===== src/rtl/serial_cfg_port.sv =====
module serial_cfg_port #(
  parameter int NCH    = 4,
  parameter int CFG_W  = 6,
  parameter int DATA_W = 8
) (
  input  logic                   clk,
  input  logic                   rst_n,
  input  logic                   cs_n,
  input  logic                   sclk,
  input  logic                   sdi,
  input  logic [NCH-1:0]         status_in,
  output logic                   sdo,
  output logic                   sdo_oe,
  output logic [NCH*CFG_W-1:0]   cfg_out
);
  localparam int FRAME = 2 * DATA_W;
  localparam int CW    = $clog2(FRAME + 1);
  localparam int CHB   = $clog2(NCH);

  logic [2:0] sclk_s;
  logic [1:0] cs_s, sdi_s;

  always_ff @(posedge clk or negedge rst_n)
    if (!rst_n) begin
      sclk_s <= '0;
      cs_s   <= '1;
      sdi_s  <= '0;
    end else begin
      sclk_s <= {sclk_s[1:0], sclk};
      cs_s   <= {cs_s[0], cs_n};
      sdi_s  <= {sdi_s[0], sdi};
    end

  wire rise   = sclk_s[1] & ~sclk_s[2];
  wire fall   = ~sclk_s[1] & sclk_s[2];
  wire cs_act = ~cs_s[1];
  wire din    = sdi_s[1];

  logic [CW-1:0]          cnt;
  logic                   rw_q, a5_q, sdo_q, oe_q;
  logic [4:0]             addr_q;
  logic [DATA_W-1:0]      wsh, rsh, rdata;
  logic [NCH*CFG_W-1:0]   cfg_q;

  wire [CHB-1:0]     ch     = addr_q[3 +: CHB];
  wire               is_cfg = ~a5_q & (addr_q[2:0] == 3'b110);
  wire               is_st  = ~a5_q & (addr_q[2:0] == 3'b111);
  wire [DATA_W-1:0]  wfull  = {din, wsh[DATA_W-1:1]};

  always_comb begin
    rdata = '0;
    if (is_cfg)     rdata[CFG_W-1:0] = cfg_q[ch*CFG_W +: CFG_W];
    else if (is_st) rdata[0]         = status_in[ch];
  end

  always_ff @(posedge clk or negedge rst_n)
    if (!rst_n) begin
      cnt    <= '0;
      rw_q   <= 1'b0;
      a5_q   <= 1'b0;
      addr_q <= '0;
      wsh    <= '0;
      rsh    <= '0;
      sdo_q  <= 1'b0;
      oe_q   <= 1'b0;
      cfg_q  <= '0;
    end else if (!cs_act) begin
      cnt   <= '0;
      oe_q  <= 1'b0;
      sdo_q <= 1'b0;
    end else begin
      if (rise && cnt != CW'(FRAME)) begin
        cnt <= cnt + 1'b1;
        if (cnt == 0) rw_q <= din;
        else if (cnt <= 5) addr_q[cnt[2:0] - 3'd1] <= din;
        else if (cnt == 6) a5_q <= din;
        else if (cnt == 7) rsh <= rdata;
        else begin
          wsh <= wfull;
          if (cnt == CW'(FRAME - 1) && !rw_q && is_cfg)
            cfg_q[ch*CFG_W +: CFG_W] <= wfull[CFG_W-1:0];
        end
      end
      if (fall && rw_q && cnt >= CW'(DATA_W) && cnt < CW'(FRAME)) begin
        oe_q  <= 1'b1;
        sdo_q <= rsh[0];
        rsh   <= rsh >> 1;
      end
    end

  assign sdo     = sdo_q;
  assign sdo_oe  = oe_q;
  assign cfg_out = cfg_q;

  AST_OE_DROP: assert property (@(posedge clk) disable iff (!rst_n) !cs_act |=> !sdo_oe);
  AST_OE_READ: assert property (@(posedge clk) disable iff (!rst_n) sdo_oe |-> (rw_q && cnt >= CW'(DATA_W)));
  AST_SDO_FALL: assert property (@(posedge clk) disable iff (!rst_n) (cs_act && !fall) |=> $stable(sdo));
  AST_CFG_HOLD: assert property (@(posedge clk) disable iff (!rst_n)
    !(rise && cs_act && !rw_q && cnt == CW'(FRAME - 1)) |=> $stable(cfg_out));
  AST_CNT_MAX: assert property (@(posedge clk) disable iff (!rst_n) cnt <= CW'(FRAME));
endmodule


===== config.mk =====
export PLATFORM = sky130hd
export DESIGN_NAME = serial_cfg_port
export DESIGN_NICKNAME = d
export VERILOG_FILES = /design/src/rtl/serial_cfg_port.sv
export SDC_FILE = /design/constraint.sdc
export NUM_CORES = 1
export LEC_CHECK = 0
export BUFFER_PORTS_ARGS = -buffer_cell sky130_fd_sc_hd__buf_2
export CAP_MARGIN = 20
export CORE_MARGIN = 2
export CORE_UTILIZATION = 29
export DETAILED_ROUTE_END_ITERATION = 10
export GPL_TIMING_DRIVEN = 0
export HOLD_SLACK_MARGIN = 0.06
export PLACE_DENSITY_LB_ADDON = 0.1
export SYNTH_ARGS = -nofsm -noshare
export SYNTH_HDL_FRONTEND = slang
export SYNTH_SLANG_ARGS = --single-unit

===== constraint.sdc =====
create_clock -name clk -period 2 [get_ports clk]
set_input_delay 0 -clock clk [delete_from_list [all_inputs] [get_ports clk]]
set_output_delay 0 -clock clk [all_outputs]
set_load 0.03 [all_outputs]

* Yosys cells after proc, flatten, opt, wreduce, memory -nomap -nowiden
Cells that the tools add are included.
** Storage, ports and cells
- Bits in registers :: 61
- Input port bits :: 9
- Logic and storage cells :: 86
- Output and inout bits :: 26
** Operators by class
- $mul :: 1
- Reduce and logical (&&, ||, !) cells :: 19
- Eq/ne operators :: 9
- Muxes and demuxes :: 21
- Add/sub/neg operators :: 3
- Bitwise logic cells :: 12
- Shift operators :: 3
- Order comparisons :: 6
** Operator list (number)
- 8-bit 2-to-1 mux :: 6
- 5-bit negation with 34-bit output :: 1
- 6-bit by 34-bit variable shift with 24-bit output, first input constant :: 1
- 6-bit by 34-bit indexed part select with 24-bit output :: 1
- 24-bit bitwise mux :: 1
- 24-bit by 6-bit indexed part select with 6-bit output :: 1
- 5-bit 2-to-1 mux :: 3
- 6-bit AND reduction :: 2
- 5-bit by 3-bit == test with 1-bit output, second input constant :: 2
- 1-bit 2-to-1 mux :: 8
- 1-bit NOT :: 8
- 2-bit nonzero test :: 4
- 1-bit logical AND :: 7
- 7-bit AND reduction :: 1
- 3-bit == test, second input constant :: 2
- 2-bit by 1-bit != test with 1-bit output, second input constant :: 3
- 5-bit by 1-bit adder with 5-bit output, second input constant :: 1
- 5-bit bitwise mux :: 1
- 5-bit by 4-bit == test with 1-bit output, second input constant :: 1
- 5-bit by 4-bit >= comparator with 1-bit output, second input constant :: 1
- 5-bit by 3-bit less-or-equal comparator with 1-bit output, second input constant :: 1
- 5-bit zero test :: 1
- 5-bit < comparator, second input constant :: 1
- 5-bit != test, second input constant :: 1
- 12 further kinds :: 15

* Depth between registers and ports, before layout
- Depth after elaboration :: 10
- Mapped depth :: 10
- Mapped depth without buffers :: 6

* Least setup slack after synthesis
OpenSTA, ideal clock, no wires.
- Path type :: register to register
- Start point :: reg addr_q[3]
- End point :: reg cfg_q[0], in the netlist cfg_out[0]
- Library setup time :: 0.065 ns
- Arrival time :: 2.080 ns
- Stages on the path, launching flop included :: 10
- Clock period less this slack :: 2.146 ns
- Path buffers :: 3
- Path slack :: -0.146 ns
- Data required time :: 1.935 ns
- Cell sequence :: dfrtp_1 buf_2 buf_2 buf_6 inv_1 ha_1 nor2b_1 or2b_2 nor2_1 mux2_2
** On the way
- Word-level cells in the longest chain between the ends :: 4
- Elaborated cells between the ends (all ways) :: 5
- Those cells by class :: add/sub (1); mul (1); shift (2); mux (1)
** RTL lines
- start, declared :: RTL line 41 : logic [4:0] addr_q;
- start signal, assigned by index :: RTL line 75 : else if (cnt <= 5) addr_q[cnt[2:0] - 3'd1] <= din;
- 2-bit by 2-bit multiplier with 4-bit output * :: RTL line 81 : cfg_q[ch*CFG_W +: CFG_W] <= wfull[CFG_W-1:0];
- 5-bit negation with 34-bit output * :: RTL line 81
- 6-bit by 34-bit indexed part select with 24-bit output / 6-bit by 34-bit variable shift with 24-bit output (equally long branches) :: RTL line 81
- 24-bit bitwise mux * :: RTL line 81
- end signal, assigned by index :: RTL line 81
- end, declared :: RTL line 43 : logic [NCH*CFG_W-1:0] cfg_q;
Every way passes the cells marked *; elsewhere a longest branch is shown, timed or not.
A chain may end at the register's enable or synchronous reset.

* Worst setup path in the final report
- Start point :: reg cnt[0]
- End point :: reg addr_q[0]
** On the way
- Word-level cells in the longest chain between the ends :: 6
- Elaborated cells between the ends (all ways) :: 13
- Those cells by class :: add/sub (1); order compare (3); eq/ne (1); mux (3); bitwise (1); reduce/logical (4)
** RTL lines
- start, declared :: RTL line 39 : logic [CW-1:0] cnt;
- start signal, assigned :: RTL line 73 : cnt <= cnt + 1'b1;
- 3-bit by 1-bit subtractor with 3-bit output :: RTL line 75
- 3-bit by 4-bit < comparator with 1-bit output (not written as such) / 3-bit by 1-bit >= comparator with 1-bit output (equally long branches) :: RTL line 75
- 1-bit logical AND (not written as such) :: RTL line 75
- 1-bit 2-to-1 mux (not written as such) :: RTL line 75
- 1-bit demux with 3-bit select :: RTL line 75
- 5-bit bitwise mux :: RTL line 75
Parallel ways exist; a longest one is shown, timed or not.

==> results.cfg <==
[place]
io_buffers = 34
dp.final_hpwl_um = 5559
gp_congestion = 0.7517
dp_cells = 429
placed_area_sq_mm = 0.003532

[detailed_routing]
drt_iter0_drc = 50
via_count = 2264
maxUsedRoutingLayer = met4
wl_met3_um = 280
detail_route.wl_per_cell_um = 17.32
routed_wl_um = 8124
met1Wirelength_um = 3722
viasPerCell = 4.827
antenna_left = 0
dr.pass1.iters = 4
drc = 0
dr_wl_met2_um = 3954

[synth]
synth-seq-area-share_pct = 46.15
syn_inst = 255
synth_top_cell_area_share_pct = 44.48
synth_common_cells = dfrtp_1, mux2_2, nor2_1
synth_seq_cells = 58
syn_area_per_cell_sq_um = 12.35
synth-main-ff-cell = dfrtp_1
synth_top_cell_by_area = dfrtp_1
synth-simple-area-share_pct = 15.49
ys.warnings.count = 0
synthTopCellsByArea = dfrtp_1, mux2_2, ha_1
synth_fa_ha_area_share_pct = 4.369
synth_most_common_cell = dfrtp_1
synth_compound_area_share_pct = 6.950
async_flop_share_pct = 100.0
synthDistinctLibCells = 53
synthMuxAreaShare_pct = 21.88
syn_nets = 275
synth_top_family_by_area = multiplexers
synth_xor_area_share_pct = 1.112
synth_area_sq_mm = 0.003151
synth-edff-count = 0

[cells_and_area]
syn2layout_area_growth_pct = 37.41
drive_gt1_share_pct = 56.53
fillers = 1040
finalNonFillerCells = 469
final_nets = 344
diodes = 0
final_area_sq_mm = 0.004329

[clocking]
cts_tree = yes
numCtsBuffers = 9
htreeDepth = 3
root_buffer = clkbuf_8
clk_path_buf_depth = 2
clock_sinks = 58
path_clk_slew_ns = 0.07
clk_latency_ns = 0.35

[timing]
tightestPinTransition_ns = 0.7811
rsz0062_at_grt = true
finalClockSkew_ns = 0.005599
period_needed_ns = 2.105
hold_slack_ns = 0.2623
finalHoldViolations = 0
setup_violations = 29
fin_crit_sh_pct = 105.2
finalSetupTns_ns = -1.384
drv_slew = 0
relSlewSlack_pct = 47.93
fmax_ghz = 0.4751
worst_slack_ns = -0.1048

[setup_path]
crit_fanout = 4
worstSetupPathType = flop to flop
reg2regPathDepth = 8
worst_setup_path_end_kind = flop
r2r-end = addr_q[0]
timing.rr.start = cnt[0]
worst_ep_arrival_time_ns = 2.34
reg2reg_slack_ns = -0.10
crit_required_ns = 2.24
critPathLaunchType = flop

[job]
max_cap_violations = 0

[global_route]
antenna_found_initial = 0
grt_pass1_wl_um = 12780
overflow = 0
grt_max_degree = 59
grt_pass1_vias = 2362
grt_usage_pct = 14.68

[floorplan]
die_h_um = 108.2
core_area_sq_mm = 0.01070
dieArea_sq_mm = 0.01171
die_x_um = 108.2
initial_utilization_pct = 29.45
rows = 38
ios = 35

[power]
total_power_uw = 2908
sequentialPowerShare_pct = 42.4
clkPwrFrac_pct = 42.4
ir_drop_mv = 0.3610
p_int_uw = 2142
switching_share_pct = 26.33
leakagePower_uw = 0.001928
power_switching_uw = 765.6
power.density_mw_per_mm2 = 671.7
pwr-share-comb_pct = 15.2

[outcome]
violations = setup timing
status = complete, but fails checks

[hold_path]
hold_path_class = input port to async pin
## worst max path at each step
stage / endpoint / slack, ns / cells past startpoint / from
after floorplan: cfg_out[0] / -0.04 / 6 / cnt[1]
after global placement: cfg_out[6] / -0.58 / 6 / addr_q[4]
after CTS: cfg_out[7] / -0.05 / 8 / cnt[1]
after global routing: addr_q[2] / -0.20 / 8 / cnt[0]
after detailed placement: cfg_out[6] / -0.52 / 6 / addr_q[4]
final: addr_q[0] / -0.10 / 8 / cnt[0]
## per-stage QoR
step | worst slack (ns) | utilization [%]
floorplan | -0.03844 | -
global route | -0.1972 | 40.47
CTS | -0.05299 | 38.44
detailed placement | -0.5160 | 33.02
global placement | -0.5843 | 32.99
finish | -0.1048 | 40.47
## layout make-up
class,instances,area [sq um],share of cell area [%]
tap,140,175.2,4.046
clock buffer,11,141.4,3.266
sequential,58,1455,33.61
multi-input combinational,176,1888,43.61
inverter,9,45.04,1.040
buffer,11,116.4,2.688
timing repair buffer,59,430.4,9.942
clock inverter,5,77.57,1.792
## state kept, by name, indices dropped and copies added (netlist names)
| name | count |
|---|---|
| cfg_out | 24 |
| wsh | 7 |
| rsh | 6 |
| addr_q | 5 |
| cnt | 5 |
| sclk_s | 3 |
| cs_s | 2 |
| sdi_s | 2 |
| a5_q | 1 |
| rw_q | 1 |
| sdo | 1 |
| sdo_oe | 1 |
## worst max-delay path, cell delays in order, from the launching register on
cell	delay, ns
dfrtp_1	0.38
buf_6	0.12
clkinvlp_4	0.14
ha_4	0.19
or3b_4	0.25
o2111ai_4	0.17
buf_4	0.21
nor3_2	0.18
mux2_2	0.35
## kinds of logic after synthesis
logic type,Yosys count
simple gates,81
flops,58
buf+inv,21
mux,56
xor+xnor,4
fa+ha+maj,11
compound gates,24
## what timing repair did
action	in CTS	in global routing
hold buffers	4	0
endpoints found under the hold margin	59	0
resized for setup	38	27
pin swaps	4	8
setup endpoints to repair	44	43
setup buffers	14	8
## power groups by stage
stage / Sequential [uW] / Combinational (uW) / Clock (uW)
2_1_floorplan: 1240 / 201 / 0
3_3_place_gp: 1260 / 282 / 0
3_5_place_dp: 1250 / 280 / 0
4_1_cts: 1230 / 371 / 1260
5_1_grt: 1240 / 477 / 1310
6_report: 1230 / 442 / 1230
## metal layers
metal  up-vias  global-route usage, %
met2        35                  23.85
li1       1062                      -
met4         0                  5.678
met3        17                  4.280
met5         -                      0
met1      1150                  18.44
## placed cells by master, fill, tap and decap left out, types with 6 or more instances in the layout
cell,Yosys,final
buf_4,1,15
mux4_2,6,6
clkbuf_8,2,12
mux2i_1,7,7
buf_6,2,9
buf_2,4,33
dfrtp_1,56,55
nand2_1,11,11
nor2_1,22,20
mux2_2,43,40
Note: power is estimated with default switching activity, not from simulation.
